File: src/rtl/tdma_pkg.sv
package tdma_pkg;

    typedef enum logic [1:0] {
        TX_DFW   = 2'd0,
        TX_FRAME = 2'd1,
        TX_ACK   = 2'd2,
        TX_CFG   = 2'd3
    } tx_kind_t;

    typedef enum logic [2:0] {
        ST_SYNC,
        ST_OPEN,
        ST_PROBE,
        ST_DATA,
        ST_APOLL,
        ST_ACKTX,
        ST_GAP
    } poll_st_t;

endpackage

File: src/rtl/tdma_len_pick.sv
module tdma_len_pick #(
    parameter int N      = 4,
    parameter int SLOT_W = 8,
    parameter int IDX_W  = 2
) (
    input  logic [N*SLOT_W-1:0] cfg,
    input  logic [IDX_W-1:0]    idx,
    output logic [SLOT_W-1:0]   len
);
    logic [SLOT_W-1:0] lens [N];

    // Unpack the flat config bus; a zero length is clamped to one word.
    for (genvar g = 0; g < N; g++) begin : g_unpack
        always_comb begin
            lens[g] = cfg[g*SLOT_W +: SLOT_W];
            if (lens[g] == '0) lens[g] = SLOT_W'(1);
        end
    end

    always_comb begin
        len = lens[0];
        for (int i = 0; i < N; i++)
            if (idx == IDX_W'(i)) len = lens[i];
    end
endmodule

File: src/rtl/tdma_sel_decode.sv
module tdma_sel_decode #(
    parameter int N     = 4,
    parameter int IDX_W = 2
) (
    input  logic [IDX_W-1:0] idx,
    input  logic             en,
    input  logic             fire,
    output logic [N-1:0]     sel,
    output logic [N-1:0]     tout
);
    for (genvar g = 0; g < N; g++) begin : g_dec
        assign sel[g]  = en   && (idx == IDX_W'(g));
        assign tout[g] = fire && (idx == IDX_W'(g));
    end
endmodule

File: src/rtl/tdma_poll_master.sv
module tdma_poll_master
    import tdma_pkg::*;
#(
    parameter int N          = 4,
    parameter int SLOT_W     = 8,
    parameter int WORD_W     = 8,
    parameter int ACK_WAIT   = 4,
    parameter int SYNC_WORDS = 2,
    parameter int MAX_FRAME  = 32
) (
    input  logic                clk,
    input  logic                rst_n,
    input  logic                word_done,
    input  logic                rx_has_data,
    input  logic                ack_rx,
    input  logic [N-1:0]        m_pending,
    input  logic [N*SLOT_W-1:0] slot_len_cfg,
    output logic [N-1:0]        sel,
    output logic [1:0]          tx_kind,
    output logic [WORD_W-1:0]   cfg_word,
    output logic                slot_start,
    output logic [N-1:0]        app_tout
);
    localparam int IDX_W = (N > 1) ? $clog2(N) : 1;
    localparam logic [SLOT_W-1:0] ONE       = SLOT_W'(1);
    localparam logic [SLOT_W-1:0] ACK_LAST  = SLOT_W'(ACK_WAIT - 1);
    localparam logic [SLOT_W-1:0] SYNC_LAST = SLOT_W'(SYNC_WORDS - 1);
    localparam logic [IDX_W-1:0]  LAST_IDX  = IDX_W'(N - 1);

    poll_st_t          st, nxt;
    logic [IDX_W-1:0]  idx;
    logic [SLOT_W-1:0] wcnt;
    logic [SLOT_W-1:0] len;
    logic              m_tx, s_tx;
    logic              tout_fire;

    tdma_len_pick #(.N(N), .SLOT_W(SLOT_W), .IDX_W(IDX_W)) u_len (
        .cfg(slot_len_cfg), .idx(idx), .len(len)
    );

    tdma_sel_decode #(.N(N), .IDX_W(IDX_W)) u_dec (
        .idx(idx), .en(st != ST_GAP), .fire(tout_fire),
        .sel(sel), .tout(app_tout)
    );

    function automatic poll_st_t after_data(input logic mt, input logic sd);
        if (mt)      return ST_APOLL;
        else if (sd) return ST_ACKTX;
        else         return ST_GAP;
    endfunction

    // Next-state logic
    always_comb begin
        nxt       = st;
        tout_fire = 1'b0;
        unique case (st)
            ST_SYNC:  if (word_done && wcnt == SYNC_LAST && idx == LAST_IDX) nxt = ST_OPEN;
            ST_OPEN:  nxt = ST_PROBE;
            ST_PROBE: if (word_done) begin
                if (!m_tx && !rx_has_data) nxt = ST_GAP;
                else if (len == ONE)       nxt = after_data(m_tx, rx_has_data);
                else                       nxt = ST_DATA;
            end
            ST_DATA:  if (word_done && (wcnt + ONE) == len)
                nxt = after_data(m_tx, s_tx | rx_has_data);
            ST_APOLL: if (word_done) begin
                if (ack_rx) begin
                    nxt = s_tx ? ST_ACKTX : ST_GAP;
                end else if (wcnt == ACK_LAST) begin
                    tout_fire = 1'b1;
                    nxt = s_tx ? ST_ACKTX : ST_GAP;
                end
            end
            ST_ACKTX: if (word_done) nxt = ST_GAP;
            ST_GAP:   nxt = ST_OPEN;
            default:  nxt = ST_SYNC;
        endcase
    end

    // State register
    always_ff @(posedge clk) begin
        if (!rst_n) st <= ST_SYNC;
        else        st <= nxt;
    end

    // Slave index, word counter and slot flags
    always_ff @(posedge clk) begin
        if (!rst_n) begin
            idx  <= '0;
            wcnt <= '0;
            m_tx <= 1'b0;
            s_tx <= 1'b0;
        end else begin
            unique case (st)
                ST_SYNC: if (word_done) begin
                    if (wcnt == SYNC_LAST) begin
                        wcnt <= '0;
                        idx  <= (idx == LAST_IDX) ? '0 : idx + IDX_W'(1);
                    end else begin
                        wcnt <= wcnt + ONE;
                    end
                end
                ST_OPEN: begin
                    wcnt <= '0;
                    m_tx <= m_pending[idx];
                    s_tx <= 1'b0;
                end
                ST_PROBE, ST_DATA: if (word_done) begin
                    wcnt <= (nxt == ST_APOLL) ? '0 : wcnt + ONE;
                    s_tx <= s_tx | rx_has_data;
                end
                ST_APOLL: if (word_done) wcnt <= wcnt + ONE;
                ST_ACKTX: ;
                ST_GAP:   idx <= (idx == LAST_IDX) ? '0 : idx + IDX_W'(1);
                default:  ;
            endcase
        end
    end

    // Outputs
    always_comb begin
        slot_start = (st == ST_OPEN);
        cfg_word   = (st == ST_SYNC) ? WORD_W'(MAX_FRAME) : '0;
        unique case (st)
            ST_SYNC:           tx_kind = TX_CFG;
            ST_PROBE, ST_DATA: tx_kind = m_tx ? TX_FRAME : TX_DFW;
            ST_ACKTX:          tx_kind = TX_ACK;
            default:           tx_kind = TX_DFW;
        endcase
    end
endmodule

File: config.mk
export PLATFORM = sky130hd
export DESIGN_NAME = tdma_poll_master
export DESIGN_NICKNAME = d
export VERILOG_FILES = /design/src/rtl/tdma_pkg.sv /design/src/rtl/tdma_len_pick.sv /design/src/rtl/tdma_sel_decode.sv /design/src/rtl/tdma_poll_master.sv
export SDC_FILE = /design/constraint.sdc
export NUM_CORES = 1
export LEC_CHECK = 0
export ABC_AREA = 1
export BUFFER_PORTS_ARGS = -buffer_cell sky130_fd_sc_hd__buf_2
export CORE_MARGIN = 10
export CORE_UTILIZATION = 47
export CTS_CLUSTER_DIAMETER = 100
export CTS_CLUSTER_SIZE = 12
export DETAILED_ROUTE_END_ITERATION = 8
export GPL_TIMING_DRIVEN = 0
export HOLD_SLACK_MARGIN = 0.02
export PLACE_DENSITY = 0.89
export SYNTH_ARGS = -nofsm -noshare
export SYNTH_HDL_FRONTEND = slang
export SYNTH_SLANG_ARGS = --single-unit
File: constraint.sdc
create_clock -name clk -period 2.5 [get_ports clk]
set_clock_uncertainty 0.1 [all_clocks]
set_input_delay 0.5 -clock clk [delete_from_list [all_inputs] [get_ports clk]]
set_output_delay 0.5 -clock clk [all_outputs]
set_load 0.01 [all_outputs]
# Word-level counts from Yosys, hierarchy flattened

Cells that the tools add are included.

Output and inout port bits: 19
Word-level logic and storage cells: 98
Bits in registers: 15

Mux-type cells: 43
Bitwise gates (word level): 1
Reductions and logical operators: 27
$lt $le $gt $ge: 1
$add $sub $neg: 2
Eq/ne operators: 19

Operators by type and width:

| kind                                                            | count |
|---|---|
| 8-bit two-way mux                                               | 12 |
| 8-bit zero test                                                 | 4 |
| 8-bit one-hot mux with 4 select lines                           | 1 |
| 3-bit two-way mux                                               | 9 |
| 3-bit one-hot mux with 7 select lines                           | 1 |
| 8-bit by 1-bit == test with 1-bit output, second input constant | 2 |
| 2-bit two-way mux                                               | 8 |
| 3-bit == test, second input constant                            | 4 |
| 1-bit logical AND                                               | 12 |
| 8-bit by 1-bit adder with 8-bit output, second input constant   | 1 |
| 8-bit by 2-bit == test with 1-bit output, second input constant | 1 |
| 8-bit == test                                                   | 1 |
| 2-bit != test, second input constant                            | 4 |
| 1-bit two-way mux                                               | 7 |
| 3-bit by 2-bit == test with 1-bit output, second input constant | 2 |
| 6-bit two-way mux                                               | 1 |
| 2-bit one-hot mux with 3 select lines                           | 1 |
| 2-bit == test, second input constant                            | 2 |
| 2-bit one-hot mux with 2 select lines                           | 1 |
| 4-bit AND reduction                                             | 1 |
| 2-bit nonzero test                                              | 2 |
| 4-bit nonzero test                                              | 1 |
| 3-bit by 1-bit == test with 1-bit output, second input constant | 1 |
| 3-bit zero test                                                 | 1 |
| other kinds (12)                                                | 13 |

# Depth between registers and ports, before layout

Word-level depth: 14
Gate-level depth with buffers: 22

# Hierarchy

A second synthesis with hierarchy kept.

Cells, all modules: 344
Area, all modules: 1808.0 µm²

Modules (own cells, without submodules):

| module           | instances | cells an instance | area an instance (µm²) |
|---|---|---|---|
| tdma_poll_master | 1         | 247               | 1375.1 |
| tdma_len_pick    | 1         | 81                | 372.9 |
| tdma_sel_decode  | 1         | 16                | 60.1 |

# Worst setup path before layout

No wires, ideal clock.

Path kind: reg2reg
From: register idx[0]
To: register wcnt[7]
Buffers on the path: 1
Clock period less this slack: 2.309 ns
Cell stages (with the launch flop): 20
Slack: 0.191 ns
Arrival: 2.076 ns
Cells stage by stage: dfxtp_1 > inv_1 > ha_1 > buf_4 > inv_2 > nand3_1 > a21oi_1 > nand2_1 > nor2_1 > nand3_1 > nand2_1 > nand2_1 > nand2_1 > nand2_1 > a21oi_2 > nand3_1 > nand2_2 > nand2_4 > nand2_1 > a21oi_1

Longest elaborated chain between the ends: 13

Ends and longest elaborated chain:

| element                                  | line                    | text |
|---|---|---|
| from (decl)                              | tdma_poll_master.sv:31  | `logic [IDX_W-1:0] idx;` |
| from (signal assigned)                   | tdma_poll_master.sv:98  | `idx <= (idx == LAST_IDX) ? '0 : idx + IDX_W'(1);` |
| from (signal assigned)                   | tdma_poll_master.sv:114 | `ST_GAP: idx <= (idx == LAST_IDX) ? '0 : idx + IDX_W'(1);` |
| 2-bit by 1-bit == test with 1-bit output | tdma_len_pick.sv:23     | `if (idx == IDX_W'(i)) len = lens[i];` |
| 8-bit two-way mux (3 in a row)           | tdma_len_pick.sv:23     |  |
| 8-bit by 1-bit == test with 1-bit output | tdma_poll_master.sv:61  | `else if (len == ONE) nxt = after_data(m_tx, rx_has_data);` |
| 3-bit two-way mux                        | tdma_poll_master.sv:61  |  |
| 3-bit two-way mux                        | tdma_poll_master.sv:60  | `if (!m_tx && !rx_has_data) nxt = ST_GAP;` |
| 3-bit two-way mux                        | tdma_poll_master.sv:59  | `ST_PROBE: if (word_done) begin` |
| 3-bit one-hot mux with 7 select lines *  | tdma_poll_master.sv:56  | `unique case (st)` |
| 3-bit == test *                          | tdma_poll_master.sv:109 | `wcnt <= (nxt == ST_APOLL) ? '0 : wcnt + ONE;` |
| 8-bit two-way mux *                      | tdma_poll_master.sv:109 |  |
| 8-bit two-way mux *                      | tdma_poll_master.sv:108 | `ST_PROBE, ST_DATA: if (word_done) begin` |
| 8-bit one-hot mux with 4 select lines *  | tdma_poll_master.sv:94  | `unique case (st)` |
| to (signal assigned)                     | tdma_poll_master.sv:100 | `wcnt <= wcnt + ONE;` |
| to (signal assigned)                     | tdma_poll_master.sv:109 |  |
| to (signal assigned)                     | tdma_poll_master.sv:112 | `ST_APOLL: if (word_done) wcnt <= wcnt + ONE;` |
| to (decl)                                | tdma_poll_master.sv:32  | `logic [SLOT_W-1:0] wcnt;` |

Every way passes the cells marked *; elsewhere a longest branch is shown, timed or not. The select of a mux whose other input is x is not followed.
A chain may end at the register's enable or synchronous reset.

# Worst setup path in the final report

From: register idx[0]
To: register wcnt[4]

Same word-level chain as after synthesis.

==> summary.txt <==
Clocking
  – Clk root buf: clkbuf_8
  – Hold_buf cts: 0
  – CTS buffer count: 3
  – Max clock buf depth: 2
  – Clk sinks: 15
  – Clock Latency Late Sink: 0.25 ns
  – CTS tree: built
  – Clock transition at path regs: 0.06 ns
  – H-tree depth: 1

Run
  – Max cap viols: 0

Global route
  – Antenna violations before repair: 0
  – M3 GR Usage: 0.0283
  – Largest net degree at the start of global routing: 11
  – GR Layer Usage met1: 0.185
  – Met2 usage: 0.262
  – Vias in the first global route: 2,123
  – Total grt overflow: 0
  – Gr usage total: 0.152
  – Global-route wire length before repair: 9340 um
  – Busiest layer in global routing: met2

Yosys
  – Gate count of the mapped netlist: 356
  – Syn avg cell area: 5.30 sq um
  – Total number of yosys warnings: 0
  – Post-Syn Area: 1890 sq um
  – Unique masters post-synth: 32
  – Register area share after synthesis: 0.159
  – #FFs+latches synth: 15

Finish
  – Share of cells above drive strength 1: 0.370
  – # diodes: 0
  – Multi-input logic area: 1670 sq um
  – Layout area overhead: 46.3%
  – FF+latch area: 310 sq um
  – Layout Cells excl Fill: 475
  – Fin nets: 475
  – # fillers: 279

Floorplanning
  – Die ar.: 6950 sq um
  – DIE WIDTH: 83.4 um
  – Starting Density: 0.500
  – Row count: 22
  – Top Ports: 60
  – Die height: 83.4 um
  – Placeable Area: 3770 sq um

Placement
  – Detailed placement HPWL: 4660 um
  – Dpl cells: 462
  – Port Buffers: 52
  – Gpl congestion: 0.954

Timing
  – Final Cycle Share: 1.01
  – Fmax achieved: 0.394 GHz
  – Least-Margin Pin Slew: 0.751 ns
  – Final number of setup-violating endpoints: 8
  – Final Hold Fails: 0
  – Worst slew margin: 0.499
  – Minimum clock period: 2.54 ns
  – Post-route setup slack: -0.0350 ns
  – Slew Limit Fails: 0
  – Setup tns final: -0.192 ns
  – RSZ-0062 raised after global routing: true

Detailed routing
  – WL/cell: 15.5 um
  – DR vias/cell: 5.52
  – DR pass1 iterations: 7
  – Antenna viol nets, final: 0
  – # DRC: 0
  – Via count: 2,622
  – Final WL: 7360 um
  – Initial DRC Count: 368

Worst setup path
  – Required @ worst endpoint: 2.52 ns
  – Worst R2R Setup Slack: -0.04 ns
  – Buffers & Inverters on Critical Path: 3
  – CP top delay family: simple AND/OR/NAND/NOR gates
  – CP endpoint kind: flop
  – Max stage delay cell, worst path: dfxtp_4
  – Reg2Reg Launch Point: idx[0]$_SDFFE_PN0P_
  – R2R Path End: wcnt[4]$_SDFFE_PN0P_
  – WP data arrival: 2.55 ns
  – CP max FO: 8
  – Cells on worst reg2reg path: 19
  – Critical path's largest stage delay: 0.41 ns
  – Setup CP Type: reg -> reg
  – Crit-path cells: clkinv_4 > ha_4 > buf_12 > inv_8 > nor2_1 > nor2_1 > nand2_1 > nand2_2 > nand3_2 > a21oi_2 > nand2_1 > nor2_2 > nand3_2 > a21oi_2 > nand3_2 > nand2_2 > nand2_4 > nand2_1 > a21oi_1
  – Startpoint Class: flop

Run status
  – Violated checks: setup timing
  – Status: complete, but fails checks

Power
  – VDD IR-drop max: 351 uV
  – Power Density: 307 nW/um^2
  – Total leakage power: 0.00134 uW

Min path
  – Hold Path Sink: m_tx$_SDFFE_PN0P_
  – Hold depth: 3
  – Worst Hold Class: in -> reg
  – Hold Path Origin: rst_n
[state kept, by name, indices dropped and copies added (netlist names)]
register  flops
m_tx          1
idx           2
wcnt          8
s_tx          1
st            3
[worst register-to-register path, delay by kind of cell, from the launching register on]
| family | cells | cell delay (ns) |
|---|---|---|
| flip-flops | 1 | 0.41 |
| adder cells (fa/ha/maj) | 1 | 0.18 |
| AO/OA/AOI/OAI | 3 | 0.37 |
| buffers and inverters | 3 | 0.29 |
| AND/OR/NAND/NOR | 12 | 1.06 |
[through the flow]
step	setup slack, ns	hold WS [ns]	utilization	power (uW)	instance area (sq um)
final	-0.0350	0.372	0.732	847	2760
after global routing	-0.228	0.398	0.732	897	2760
after CTS	0.0181	0.378	0.610	711	2300
after detailed placement	-0.162	0.370	0.591	509	2230
after global placement	-0.0990	0.368	0.591	504	2230
after floorplan	0.191	0.358	-	429	1910
[cell usage in the layout (no fill, tap or decap), types with 4 or more instances in the layout]
cell type / n
a21oi_2: 9
a21oi_1: 13
nand3_2: 9
nor3_1: 7
nand3_1: 14
buf_4: 17
o21ai_0: 8
nand4_1: 5
nand2_4: 9
buf_2: 52
conb_1: 7
ha_4: 4
nand3_4: 5
inv_1: 46
nand2_2: 22
dfxtp_1: 11
nor2_1: 52
nor2_2: 4
nand2_1: 82
[repair_timing]
action                     CTS  global route
pin swaps                    3            18
hold endpoints to repair     0             0
setup endpoints to repair    8            13
cloned                       0             3
resized for setup            9           103
setup buffers                1             5
[Yosys cell counts (all sizes together)]
cell type,instances,share of area
a22oi,1,0.0040
nand2,113,0.23
xor2,1,0.0046
or2,3,0.0099
o21a,1,0.0040
nand4,5,0.017
nor3b,1,0.0040
nor3,7,0.019
dfxtp,15,0.16
nand3b,2,0.0080
o22ai,2,0.0066
inv,53,0.11
buf,12,0.050
ha,6,0.040
o31ai,2,0.0080
a21oi,24,0.070
nand3,28,0.074
nor4,2,0.0066
nor2,59,0.12
o211ai,2,0.0080
xnor2,1,0.0046
clkbuf,2,0.0040
conb,1,0.0020
a211oi,2,0.0080
o21ai,8,0.021
a21boi,3,0.012
[layout make-up]
class	instances	share of cell area
Buffer	14	0.0426
Clock buffer	3	0.0150
Clock inverter	1	0.00181
Inverter	53	0.0820
Multi-Input combinational cell	280	0.604
Sequential cell	15	0.112
Tap cell	48	0.0218
Timing Repair Buffer	60	0.116
Timing Repair inverter	1	0.00408
[worst max path at each step]
stage	start	to	slack (ns)	depth (start not counted)
after floorplan	idx[0]$_SDFFE_PN0P_	wcnt[7]$_SDFFE_PN0P_	0.19	19
after global placement	idx[0]$_SDFFE_PN0P_	wcnt[5]$_SDFFE_PN0P_	-0.1	17
after detailed placement	idx[0]$_SDFFE_PN0P_	wcnt[3]$_SDFFE_PN0P_	-0.16	17
after CTS	idx[0]$_SDFFE_PN0P_	wcnt[3]$_SDFFE_PN0P_	0.02	22
after global routing	idx[0]$_SDFFE_PN0P_	wcnt[4]$_SDFFE_PN0P_	-0.23	19
final	idx[0]$_SDFFE_PN0P_	wcnt[4]$_SDFFE_PN0P_	-0.04	19
[kinds of logic (layout without fill, tap and decap cells)]
logic type                 after synthesis  after routing  share of synthesized area
adders and majority gates                6              6                     0.0398
other                                    1              7                    0.00199
AOI/OAI and AO/OA                       45             45                      0.141
buffers and inverters                   67            132                      0.159
xor gates and xnor gates                 2              2                    0.00929
DFF                                     15             15                      0.159
and+or+nand+nor                        220            220                      0.489
[power by group]
group	internal [uW]	switching, uW	leakage, uW
registers	245	14.2	0.000124
clock network	110	89.0	0.0000255
logic	151	237	0.00119
total	507	340	0.00134
[layer usage]
metal,vias up,share of wire
met5,-,0
met4,0,0.036
met3,28,0.088
met2,173,0.49
met1,1161,0.39
li1,1260,-
Note: power is estimated with default switching activity, not from simulation.
